$ cat src/rtl/dac_cmd_pkg.sv
// Shared types and helpers for the two-wire dual DAC command slave.
package dac_cmd_pkg;

    // Byte engine states: not addressed, shifting bits, acknowledging, skipping
    typedef enum logic [1:0] {
        BUS_IDLE = 2'd0,
        BUS_BITS = 2'd1,
        BUS_ACK  = 2'd2,
        BUS_SKIP = 2'd3
    } bus_state_e;

    localparam int          BYTE_W       = 8;
    localparam int          CHAN_N       = 2;
    localparam logic [3:0]  NIB_WR_CH1   = 4'b1001;
    localparam logic [3:0]  NIB_WR_CH2   = 4'b1010;
    localparam logic [3:0]  NIB_WR_BOTH  = 4'b1011;
    localparam logic [3:0]  NIB_ZERO     = 4'b1101;
    localparam logic [3:0]  NIB_FULL     = 4'b1110;
    localparam logic [3:0]  NIB_RECALL   = 4'b1111;
    localparam logic [3:0]  NIB_PDOWN    = 4'b1000;

    // Channel selector (10 = DAC1, 01 = DAC2, 11 = both) to mask (bit0 = DAC1)
    function automatic logic [CHAN_N-1:0] sel_to_mask(input logic [1:0] sel);
        return {sel[0], sel[1]};
    endfunction

endpackage

$ cat src/rtl/tw_line_sync.sv
// Two-wire line synchronizer and event detector.
// Does: brings SCL and SDA into the clk domain through SYNC_STAGES flops and
//       flags SCL edges plus start/stop conditions as one-cycle pulses.
// Assumes: clk runs several times faster than SCL; idle bus level is high.
module tw_line_sync #(
    parameter int SYNC_STAGES = 2
) (
    input  logic clk,
    input  logic rst_n,
    input  logic scl_i,
    input  logic sda_i,
    output logic scl_lvl_o,
    output logic sda_lvl_o,
    output logic scl_rise_o,
    output logic scl_fall_o,
    output logic start_o,
    output logic stop_o
);
    localparam int LAST = SYNC_STAGES - 1;

    logic [SYNC_STAGES-1:0] scl_pipe, sda_pipe;
    logic                   scl_q, sda_q;

    // Synchronizer chains plus one history stage, reset to the idle-high bus
    always_ff @(posedge clk) begin
        if (!rst_n) begin
            scl_pipe <= '1;
            sda_pipe <= '1;
            scl_q    <= 1'b1;
            sda_q    <= 1'b1;
        end else begin
            scl_pipe <= {scl_pipe[SYNC_STAGES-2:0], scl_i};
            sda_pipe <= {sda_pipe[SYNC_STAGES-2:0], sda_i};
            scl_q    <= scl_pipe[LAST];
            sda_q    <= sda_pipe[LAST];
        end
    end

    // Edge and condition decode on the synchronized levels
    always_comb begin
        scl_lvl_o  = scl_pipe[LAST];
        sda_lvl_o  = sda_pipe[LAST];
        scl_rise_o = scl_pipe[LAST] & ~scl_q;
        scl_fall_o = ~scl_pipe[LAST] & scl_q;
        start_o    = scl_pipe[LAST] & scl_q & sda_q & ~sda_pipe[LAST];
        stop_o     = scl_pipe[LAST] & scl_q & ~sda_q & sda_pipe[LAST];
    end

endmodule

$ cat src/rtl/tw_byte_engine.sv
// Two-wire byte engine.
// Does: shifts in bits on SCL rising edges, checks the address byte, drives
//       the acknowledge during the ninth clock and hands each acknowledged
//       byte to the decoder together with its position in the transfer.
// Assumes: event pulses come from tw_line_sync; byte position saturates at 3.
module tw_byte_engine
    import dac_cmd_pkg::*;
#(
    parameter logic [3:0] DEV_TYPE = 4'b0101
) (
    input  logic              clk,
    input  logic              rst_n,
    input  logic [2:0]        addr_pins_i,
    input  logic              scl_lvl_i,
    input  logic              sda_lvl_i,
    input  logic              scl_rise_i,
    input  logic              scl_fall_i,
    input  logic              start_i,
    input  logic              stop_i,
    output logic              sda_oe_o,
    output logic              byte_stb_o,
    output logic [BYTE_W-1:0] byte_o,
    output logic [1:0]        byte_idx_o
);
    localparam logic [3:0] BIT_LAST = 4'(BYTE_W);
    localparam logic [1:0] IDX_MAX  = 2'd3;

    bus_state_e        state;
    logic [3:0]        bit_cnt;
    logic [BYTE_W-1:0] shreg;
    logic [1:0]        idx;
    logic              rd_req;
    logic              addr_hit;

    // Address compare on the collected first byte
    always_comb addr_hit = (shreg[BYTE_W-1:1] == {DEV_TYPE, addr_pins_i});

    // Bit collection, acknowledge drive and byte hand-off
    always_ff @(posedge clk) begin
        if (!rst_n) begin
            state      <= BUS_IDLE;
            bit_cnt    <= '0;
            shreg      <= '0;
            idx        <= '0;
            rd_req     <= 1'b0;
            sda_oe_o   <= 1'b0;
            byte_stb_o <= 1'b0;
            byte_o     <= '0;
            byte_idx_o <= '0;
        end else begin
            byte_stb_o <= 1'b0;
            if (start_i) begin
                state    <= BUS_BITS;
                bit_cnt  <= '0;
                idx      <= '0;
                rd_req   <= 1'b0;
                sda_oe_o <= 1'b0;
            end else if (stop_i) begin
                state    <= BUS_IDLE;
                sda_oe_o <= 1'b0;
            end else begin
                case (state)
                    BUS_BITS: begin
                        if (scl_rise_i && bit_cnt < BIT_LAST) begin
                            shreg   <= {shreg[BYTE_W-2:0], sda_lvl_i};
                            bit_cnt <= bit_cnt + 4'd1;
                        end else if (scl_fall_i && bit_cnt == BIT_LAST) begin
                            if (idx != 2'd0) begin
                                state    <= BUS_ACK;
                                sda_oe_o <= 1'b1;
                            end else if (addr_hit) begin
                                state    <= BUS_ACK;
                                sda_oe_o <= 1'b1;
                                rd_req   <= shreg[0];
                            end else begin
                                state <= BUS_SKIP;
                            end
                        end
                    end
                    BUS_ACK: begin
                        if (scl_fall_i) begin
                            sda_oe_o   <= 1'b0;
                            bit_cnt    <= '0;
                            byte_stb_o <= 1'b1;
                            byte_o     <= shreg;
                            byte_idx_o <= idx;
                            idx        <= (idx == IDX_MAX) ? IDX_MAX : idx + 2'd1;
                            state      <= rd_req ? BUS_SKIP : BUS_BITS;
                        end
                    end
                    default: ;
                endcase
            end
        end
    end


    sda_hold_chk: assert property (@(posedge clk) disable iff (!rst_n)
        (!$stable(sda_oe_o) && !$past(start_i) && !$past(stop_i)) |-> !scl_lvl_i);


    ack_on_fall_chk: assert property (@(posedge clk) disable iff (!rst_n)
        $rose(sda_oe_o) |-> $past(scl_fall_i));


    restart_clear_chk: assert property (@(posedge clk) disable iff (!rst_n)
        start_i |=> (!sda_oe_o && !byte_stb_o));

endmodule

$ cat src/rtl/dac_cmd_decoder.sv
// Command decoder for the dual DAC slave.
// Does: turns acknowledged bytes into one-cycle action strobes with a channel
//       mask and value, and arms a nonvolatile store after a complete write.
// Assumes: byte position 1 is the command, 2 the low data byte; DATA_W > 8.
module dac_cmd_decoder
    import dac_cmd_pkg::*;
#(
    parameter int DATA_W = 10
) (
    input  logic              clk,
    input  logic              rst_n,
    input  logic              byte_stb_i,
    input  logic [BYTE_W-1:0] byte_i,
    input  logic [1:0]        byte_idx_i,
    input  logic              scl_fall_i,
    input  logic              start_i,
    input  logic              stop_i,
    output logic              wr_stb_o,
    output logic              nv_stb_o,
    output logic              zero_stb_o,
    output logic              full_stb_o,
    output logic              recall_stb_o,
    output logic              pd_stb_o,
    output logic [CHAN_N-1:0] chan_mask_o,
    output logic [DATA_W-1:0] data_o
);
    localparam int HI_W = DATA_W - BYTE_W;

    logic [3:0]        nib;
    logic [1:0]        sel;
    logic [CHAN_N-1:0] sel_mask;
    logic              is_write, is_zero, is_full, is_recall, is_pd;
    logic              wr_pend, nv_armed;
    logic [HI_W-1:0]   hi_bits;
    logic [CHAN_N-1:0] pend_mask;

    // Command byte classification
    always_comb begin
        nib       = byte_i[7:4];
        sel       = byte_i[1:0];
        sel_mask  = sel_to_mask(sel);
        is_write  = (nib == NIB_WR_CH1) || (nib == NIB_WR_CH2) || (nib == NIB_WR_BOTH);
        is_zero   = (nib == NIB_ZERO) && (byte_i[3:2] == 2'b11) && (sel != 2'b00);
        is_full   = (nib == NIB_FULL) && (byte_i[3:2] == 2'b11) && (sel != 2'b00);
        is_recall = (nib == NIB_RECALL) && (sel != 2'b00);
        is_pd     = (nib == NIB_PDOWN) && (sel != 2'b00);
    end

    // Strobe generation, pending-write tracking and store arming
    always_ff @(posedge clk) begin
        if (!rst_n) begin
            wr_stb_o     <= 1'b0;
            nv_stb_o     <= 1'b0;
            zero_stb_o   <= 1'b0;
            full_stb_o   <= 1'b0;
            recall_stb_o <= 1'b0;
            pd_stb_o     <= 1'b0;
            chan_mask_o  <= '0;
            data_o       <= '0;
            wr_pend      <= 1'b0;
            nv_armed     <= 1'b0;
            hi_bits      <= '0;
            pend_mask    <= '0;
        end else begin
            wr_stb_o     <= 1'b0;
            nv_stb_o     <= 1'b0;
            zero_stb_o   <= 1'b0;
            full_stb_o   <= 1'b0;
            recall_stb_o <= 1'b0;
            pd_stb_o     <= 1'b0;
            if (start_i) begin
                wr_pend  <= 1'b0;
                nv_armed <= 1'b0;
            end else begin
                if (scl_fall_i) nv_armed <= 1'b0;
                if (stop_i) begin
                    nv_stb_o <= nv_armed;
                    nv_armed <= 1'b0;
                    wr_pend  <= 1'b0;
                end
                if (byte_stb_i) begin
                    case (byte_idx_i)
                        2'd1: begin
                            wr_pend   <= is_write;
                            hi_bits   <= byte_i[HI_W-1:0];
                            pend_mask <= nib[1:0];
                            if (is_zero) begin
                                zero_stb_o  <= 1'b1;
                                chan_mask_o <= sel_mask;
                                data_o      <= '0;
                            end
                            if (is_full) begin
                                full_stb_o  <= 1'b1;
                                chan_mask_o <= sel_mask;
                                data_o      <= '1;
                            end
                            if (is_recall) begin
                                recall_stb_o <= 1'b1;
                                chan_mask_o  <= sel_mask;
                            end
                            if (is_pd) begin
                                pd_stb_o    <= 1'b1;
                                chan_mask_o <= sel_mask;
                            end
                        end
                        2'd2: begin
                            if (wr_pend) begin
                                wr_stb_o    <= 1'b1;
                                chan_mask_o <= pend_mask;
                                data_o      <= {hi_bits, byte_i};
                                nv_armed    <= 1'b1;
                            end
                            wr_pend <= 1'b0;
                        end
                        default: wr_pend <= 1'b0;
                    endcase
                end
            end
        end
    end


    strobe_onehot_chk: assert property (@(posedge clk) disable iff (!rst_n)
        $onehot0({wr_stb_o, nv_stb_o, zero_stb_o, full_stb_o, recall_stb_o, pd_stb_o}));


    nv_after_stop_chk: assert property (@(posedge clk) disable iff (!rst_n)
        nv_stb_o |-> $past(stop_i));


    wr_after_byte_chk: assert property (@(posedge clk) disable iff (!rst_n)
        wr_stb_o |-> ($past(byte_stb_i) && $past(byte_idx_i) == 2'd2));


    preset_no_store_chk: assert property (@(posedge clk) disable iff (!rst_n)
        (zero_stb_o || full_stb_o || recall_stb_o || pd_stb_o) |=> !nv_stb_o);

endmodule

$ cat src/rtl/dual_dac_cmd_slave.sv
// Two-wire dual DAC command slave, top level.
// Does: joins the line synchronizer, byte engine and command decoder.
// Assumes: sda_i is the resolved bus level including this block's own pull-down.
module dual_dac_cmd_slave
    import dac_cmd_pkg::*;
#(
    parameter logic [3:0] DEV_TYPE    = 4'b0101,
    parameter int         SYNC_STAGES = 2,
    parameter int         DATA_W      = 10
) (
    input  logic              clk,
    input  logic              rst_n,
    input  logic              scl_i,
    input  logic              sda_i,
    input  logic [2:0]        addr_pins_i,
    output logic              sda_oe_o,
    output logic              wr_stb_o,
    output logic              nv_stb_o,
    output logic              zero_stb_o,
    output logic              full_stb_o,
    output logic              recall_stb_o,
    output logic              pd_stb_o,
    output logic [CHAN_N-1:0] chan_mask_o,
    output logic [DATA_W-1:0] data_o
);
    logic              scl_lvl, sda_lvl, scl_rise, scl_fall, start_det, stop_det;
    logic              byte_stb;
    logic [BYTE_W-1:0] byte_val;
    logic [1:0]        byte_idx;

    tw_line_sync #(.SYNC_STAGES(SYNC_STAGES)) u_sync (
        .clk        (clk),
        .rst_n      (rst_n),
        .scl_i      (scl_i),
        .sda_i      (sda_i),
        .scl_lvl_o  (scl_lvl),
        .sda_lvl_o  (sda_lvl),
        .scl_rise_o (scl_rise),
        .scl_fall_o (scl_fall),
        .start_o    (start_det),
        .stop_o     (stop_det)
    );

    tw_byte_engine #(.DEV_TYPE(DEV_TYPE)) u_bytes (
        .clk         (clk),
        .rst_n       (rst_n),
        .addr_pins_i (addr_pins_i),
        .scl_lvl_i   (scl_lvl),
        .sda_lvl_i   (sda_lvl),
        .scl_rise_i  (scl_rise),
        .scl_fall_i  (scl_fall),
        .start_i     (start_det),
        .stop_i      (stop_det),
        .sda_oe_o    (sda_oe_o),
        .byte_stb_o  (byte_stb),
        .byte_o      (byte_val),
        .byte_idx_o  (byte_idx)
    );

    dac_cmd_decoder #(.DATA_W(DATA_W)) u_dec (
        .clk          (clk),
        .rst_n        (rst_n),
        .byte_stb_i   (byte_stb),
        .byte_i       (byte_val),
        .byte_idx_i   (byte_idx),
        .scl_fall_i   (scl_fall),
        .start_i      (start_det),
        .stop_i       (stop_det),
        .wr_stb_o     (wr_stb_o),
        .nv_stb_o     (nv_stb_o),
        .zero_stb_o   (zero_stb_o),
        .full_stb_o   (full_stb_o),
        .recall_stb_o (recall_stb_o),
        .pd_stb_o     (pd_stb_o),
        .chan_mask_o  (chan_mask_o),
        .data_o       (data_o)
    );

endmodule

$ cat config.mk
export PLATFORM = sky130hd
export DESIGN_NAME = dual_dac_cmd_slave
export DESIGN_NICKNAME = d
export VERILOG_FILES = /design/src/rtl/dac_cmd_pkg.sv /design/src/rtl/tw_line_sync.sv /design/src/rtl/tw_byte_engine.sv /design/src/rtl/dac_cmd_decoder.sv /design/src/rtl/dual_dac_cmd_slave.sv
export SDC_FILE = /design/constraint.sdc
export NUM_CORES = 1
export LEC_CHECK = 0
export CELL_PAD_IN_SITES_DETAIL_PLACEMENT = 2
export CELL_PAD_IN_SITES_GLOBAL_PLACEMENT = 2
export CORE_ASPECT_RATIO = 1.4
export CORE_UTILIZATION = 34
export CTS_CLUSTER_SIZE = 25
export DETAILED_ROUTE_END_ITERATION = 6
export HOLD_SLACK_MARGIN = 0.12
export PLACE_DENSITY = 0.74
export SLEW_MARGIN = 15
export SYNTH_ARGS = -nofsm -noshare
export SYNTH_HDL_FRONTEND = slang
export SYNTH_HIERARCHICAL = 1
export SYNTH_SLANG_ARGS = --single-unit
$ cat constraint.sdc
create_clock -name clk -period 3.65 [get_ports clk]
set_input_delay 0.5475 -clock clk [delete_from_list [all_inputs] [get_ports clk]]
set_output_delay 0.5475 -clock clk [all_outputs]
set_load 0.02 [all_outputs]
==> metrics.txt, run 1 <==
sequential area share after synthesis 44.6%; crit path kind reg -> reg; Worst Hold Launch u_sync/scl_pipe[0]; vias in the first global route 2249; Netlist cell types 54; worst path required time 3840 ps; Ports 26; maximum vdd drop 0.244 mV; DRC Markers 0; worst hold slack 411 ps; Synth async-reset ratio 0%; measured slew at the worst slew-check pin 733 ps; Tmin final 2220 ps; total of max-cap violations 0; Synth Net Count 298; gr usage total 18.3%; FF-to-FF Start u_bytes/byte_idx_o[0]; Hold Buf Count CTS 0; final hold vios 0; Post-Synthesis Cells 285; Final Cycle Share 60.8%; first-pass GRT wire length 11400 µm; Final Core Density 42.1%; Final Wtd Congestion 0.729; largest net degree at the start of global routing 38; worst-case clock buffer depth 2; FF-to-FF setup slack 1430 ps; Synth Area per Inst 9.29 µm²; type of origin of the critical path flop; I/O Buffers 25; Core Area 7450 µm²; Routed Antenna Nets 0; # setup viols final 0; Final WS setup 1430 ps; layout cells sized above 1 11.7%; number of synthesized register bits 59; CTS tree done; CTS buffer count 9; Die Area 8150 µm²; num rows 37; Slew Limit Fails 0; RSZ-0062 raised after global routing false; pre-CTS setup slack 1370 ps; ANT cells 0; Warnings, synthesis 6; top_reg_cell synth dfxtp_1; Fin Clk Skew 6.56 ps; TNS Setup 0 ps; power per standard cell area 441 nW/µm²; Post-layout nets 324; post-DP HPWL 4850 µm; drt total wl 6650 µm; Clock Latency Late Sink 350 ps; via count 2105; Routed WL per cell 16.1 µm; HP Class reg -> reg; Worst setup EP type flop; total number of H-tree levels 3; Via density 5.11; 1st-iter DRT viols 71; Starting Density 35.5%; WP data arrival 2410 ps; initial antenna violation count 0; Vert. Die Dim 106 µm; grt ovf 0; Post-CTS Resized 0; Post-CTS Setup Bufs 0; outcome finished, final reports clean; Critical Path Fanout Max 15; Worst-path clk slew 70 ps; clk sinks 59; P_leak 1.16 nW; root buffer cell clkbuf_8; R2R depth 5; Tot Pwr 1.38 mW; Max Clock Freq 0.451 GHz; Cell Area, Synth 2650 µm²; Hold Path Sink u_sync/scl_pipe[1]; die span in x 76.6 µm; Pre-Repair DR Iteration Count 4; hold path cells 1; max_slew headroom 51.1%; reg2reg end u_dec/data_o[7]; number of synthesized flops with an enable pin 0; Syn-to-layout area delta 18.6%
==> state kept, by name (all words and copies together) (netlist names), 2 cells and up <==
name,count
u_bytes/byte_idx_o,2
u_bytes/idx,2
u_sync/scl_pipe,2
u_bytes/shreg,8
u_bytes/byte_o,8
u_dec/hi_bits,2
u_dec/pend_mask,2
u_bytes/state,2
u_dec/chan_mask_o,2
u_dec/data_o,10
u_sync/sda_pipe,2
u_bytes/bit_cnt,4
==> how the worst max path moves through the flow <==
stage	start	endpoint	slack (ps)	depth (start not counted)
floorplan	u_bytes/state[0]	u_bytes/bit_cnt[1]	1940	7
global placement	rst_n	u_dec/zero_stb_o	1400	6
detailed placement	rst_n	u_dec/zero_stb_o	1370	6
CTS	u_bytes/byte_idx_o[0]	u_dec/data_o[7]	1420	5
global route	u_bytes/byte_idx_o[0]	u_dec/data_o[1]	1270	6
finish	u_bytes/byte_idx_o[0]	u_dec/data_o[7]	1430	5
==> report_power, final <==
group          total, mW  switching [mW]  internal (mW)
clock network      0.546           0.250          0.296
logic              0.161          0.0959         0.0652
registers          0.677          0.0158          0.662
==> cell usage after synthesis, types with 3 or more instances <==
| master | number | share of area (%) |
|---|---|---|
| or3_1 | 3 | 0.71 |
| clkbuf_1 | 6 | 0.85 |
| nor2_1 | 21 | 3.0 |
| a21o_1 | 3 | 0.85 |
| a21boi_0 | 10 | 2.8 |
| nand3_1 | 7 | 1.3 |
| nor3_1 | 3 | 0.57 |
| xor2_1 | 3 | 0.99 |
| o21ai_0 | 4 | 0.76 |
| nand2b_1 | 11 | 2.6 |
| a21oi_1 | 8 | 1.5 |
| nand2_1 | 48 | 6.8 |
| dfxtp_1 | 59 | 45 |
| a211oi_1 | 5 | 1.4 |
| mux2i_1 | 10 | 3.8 |
| nor2b_1 | 11 | 2.6 |
| inv_1 | 14 | 2.0 |
| a22oi_2 | 10 | 4.7 |
| ha_1 | 6 | 2.8 |
==> metrics by stage <==
step                cells  cell area, µm²
floorplan             285            2650
global placement      397            2960
detailed placement    397            2960
CTS                   412            3140
global route          412            3140
finish                412            3140
==> cell families after synthesis <==
logic type      share of synthesized area (%)
simple gates                             23.6
mux                                      4.63
buf+inv                                  4.73
flops                                    44.6
fa+ha+maj                                2.84
compound gates                           18.3
xor+xnor                                 1.32
==> routing by layer <==
metal / wire length [µm] / GRT usage, % / up-vias / share of wire [%]
met2: 3570 / 33.1 / 32 / 54
met4: 193 / 10.7 / 0 / 2.9
met1: 2730 / 19.5 / 1022 / 41
met3: 156 / 3.86 / 15 / 2.3
li1: - / - / 1036 / -
met5: 0 / 0 / - / 0
==> critical path, stage by stage (launching register included) <==
cell and delay (ps):
dfxtp_1 330, inv_1 70, ha_1 550, o41ai_1 240, a221oi_4 710, a22oi_2 170
==> cells in the final DEF, fill, tap and decap left out, types with 4 or more instances in the layout <==
| cell type | Yosys | routed |
|---|---|---|
| clkdlybuf4s50_1 | 0 | 25 |
| o21ai_0 | 4 | 4 |
| a21boi_0 | 10 | 10 |
| nor2b_1 | 11 | 11 |
| nand2b_1 | 11 | 11 |
| ha_1 | 6 | 6 |
| a211oi_1 | 5 | 5 |
| mux2i_1 | 10 | 10 |
| nand3_1 | 7 | 7 |
| a22oi_2 | 10 | 10 |
| inv_1 | 14 | 14 |
| dfxtp_1 | 59 | 59 |
| nor2_1 | 21 | 21 |
| nand2_1 | 48 | 48 |
| clkbuf_8 | 0 | 12 |
| a21oi_1 | 8 | 8 |
==> final cells by class <==
class                      count  area, µm²
multi-input combinational    199       1340
tap                           97        121
sequential                    59       1180
clock buffer                  13        169
clock inverter                 2       10.0
inverter                      16       60.1
fill                         830       4310
timing repair buffer          26        258
(Power assumes the default switching activity.)
==> run 2, diff against run 1 <==
Settings changed: CORE_UTILIZATION 34 to 32, PLACE_DENSITY 0.74 to 0.73.
Clock period 3.65 ns to 1.95 ns, I/O delays scaled along.
==> metrics.txt, run 2 (synthesis gave the netlist of run 1 again) <==
outcome finished, final reports clean; worst hold slack 412 ps (+0.506 ps); Pre-Repair DR Iteration Count 3 (-1); post-DP HPWL 5020 µm (+3.4%); via count 2183 (+3.7%); Max Clock Freq 0.550 GHz (+22%); Post-layout nets 345 (+6.5%); 1st-iter DRT viols 42 (-41%); Worst-path clk slew 70 ps (about the same); TNS Setup 0 ps (unchanged); total number of H-tree levels 3 (unchanged); fillers 902 (+8.7%); worst path required time 2200 ps (-1640 ps); clk sinks 59 (unchanged); Vert. Die Dim 110 µm (+3.0%); first-pass GRT wire length 11400 µm (+0.25%); Syn-to-layout area delta 25.8%; Fin Clk Skew 9.99 ps (+3.43 ps); crit-path max cell delay 400 ps (-310 ps); pre-CTS setup slack 68.8 ps (-1300 ps); crit path kind reg -> reg; Hold Buf Count CTS 0 (unchanged); grt ovf 0 (unchanged); HP Class reg -> reg; worst-case clock buffer depth 2 (unchanged); # setup viols final 0 (unchanged); measured slew at the worst slew-check pin 486 ps (-246 ps); power per standard cell area 791 nW/µm² (+80%); total of max-cap violations 0 (unchanged); Tmin final 1820 ps (-400 ps); Final WS setup 132 ps (-1300 ps); most frequent cells in the layout dfxtp_1, nand2_1, clkdlybuf4s50_1, buf_4, nor2_1; drt total wl 6780 µm (+1.9%); gr usage total 17.7% (-0.63 points); I/O Buffers 25 (unchanged); maximum vdd drop 0.427 mV (+75%); Routed WL per cell 15.5 µm (-3.9%); Starting Density 33.5% (-2.0 points); Worst Hold Launch u_sync/scl_pipe[0]; Largest Register u_dec/data_o; Hold Path Sink u_sync/scl_pipe[1]; crit path launch u_sync/scl_q; commonest non-fill, non-tap cell in the layout dfxtp_1; die span in x 78.9 µm (+3.0%); CTS buffer count 9 (unchanged); reg2reg end u_bytes/sda_oe_o; max_slew headroom 67.1% (+16 points); FF-to-FF Start u_sync/scl_q; Critical Path Fanout Max 6 (-9); layout cells sized above 1 18.1% (+6.4 points); Slew Limit Fails 0 (unchanged); Core Area 7890 µm² (+5.9%); RSZ-0062 raised after global routing false; Largest regs u_dec/data_o (10), u_bytes/byte_o (8), u_bytes/shreg (8); WP data arrival 2070 ps (-340 ps); Routed Antenna Nets 0 (unchanged); Via density 5.00 (-2.2%); R2R depth 5 (unchanged); ANT cells 0 (unchanged); DRC Markers 0 (unchanged); type of origin of the critical path flop; Slowest-stage cell, CP a211oi_4; Clock Latency Late Sink 340 ps (about the same); P_leak 1.27 nW (+9.2%); CTS tree done; CP Cell Sequence nor2b_1 -> nand4b_1 -> a211oi_4 -> o21ai_0 -> a211oi_1; largest net degree at the start of global routing 38 (unchanged); root buffer cell clkbuf_8; Ports 26 (unchanged); final hold vios 0 (unchanged); vias in the first global route 2282 (+1.5%); num rows 38 (+2.7%); Final Wtd Congestion 0.769 (+5.4%); Worst setup EP type flop; initial antenna violation count 0 (unchanged); Final Cycle Share 93.2% (+32 points); FF-to-FF setup slack 130 ps (-1300 ps); hold path cells 1 (unchanged); Largest register FFs 10 (unchanged); Die Area 8650 µm² (+6.1%)
[run 2: layout make-up]
class / count / area [µm²] / share of cell area, %
clock buffer: 12 / 155 / 4.66
clock inverter: 4 / 25.0 / 0.751
inverter: 16 / 60.1 / 1.80
multi-input combinational: 199 / 1360 / 40.7
sequential: 59 / 1180 / 35.5
tap: 100 / 125 / 3.76
timing repair buffer: 47 / 428 / 12.8
[run 2: worst max-delay path: cells and delay by family, from the launching register on]
family | cells | cell delay, ps
DFF | 1 | 360
AOI/OAI and AO/OA | 3 | 800
and+or+nand+nor | 2 | 570
[run 2: repair_timing]
item	4_1_cts	5_1_grt
buffers inserted	0	0
gates resized for setup	0	3
endpoints found under the setup margin	0	15
[run 2: metrics by stage]
step / cell area, µm² / total power [mW] / utilization, % / instances
CTS: 3320 / 2.67 / 42.0 / 437
global route: 3330 / 2.78 / 42.2 / 437
detailed placement: 3140 / 1.63 / 39.7 / 421
finish: 3330 / 2.64 / 42.2 / 437
global placement: 3140 / 1.62 / 39.7 / 421
floorplan: 2650 / 1.51 / - / 285
[run 2: where the power goes]
| group | switching (mW) | leakage, nW | internal, mW |
|---|---|---|---|
| clock network | 0.494 | 0.0884 | 0.526 |
| logic | 0.191 | 0.705 | 0.156 |
| registers | 0.0309 | 0.477 | 1.24 |
[run 2: worst max path at each step]
stage / end / slack, ps / depth (start not counted)
2_1_floorplan: u_bytes/bit_cnt[1] / 240 / 7
3_3_place_gp: u_dec/data_o[4] / 90 / 4
3_5_place_dp: u_bytes/byte_o[3] / 70 / 6
4_1_cts: u_bytes/byte_o[3] / 50 / 6
5_1_grt: u_bytes/sda_oe_o / 9 / 5
6_report: u_bytes/sda_oe_o / 130 / 5
[run 2: routing by layer]
layer  vias up  GRT usage [%]  part of all wire [%]
met2        27           33.6                    56
met4         0           7.53                   1.6
met5         -              0                     0
met1      1071           18.2                    40
li1       1075              -                     -
met3        10           4.56                   2.5
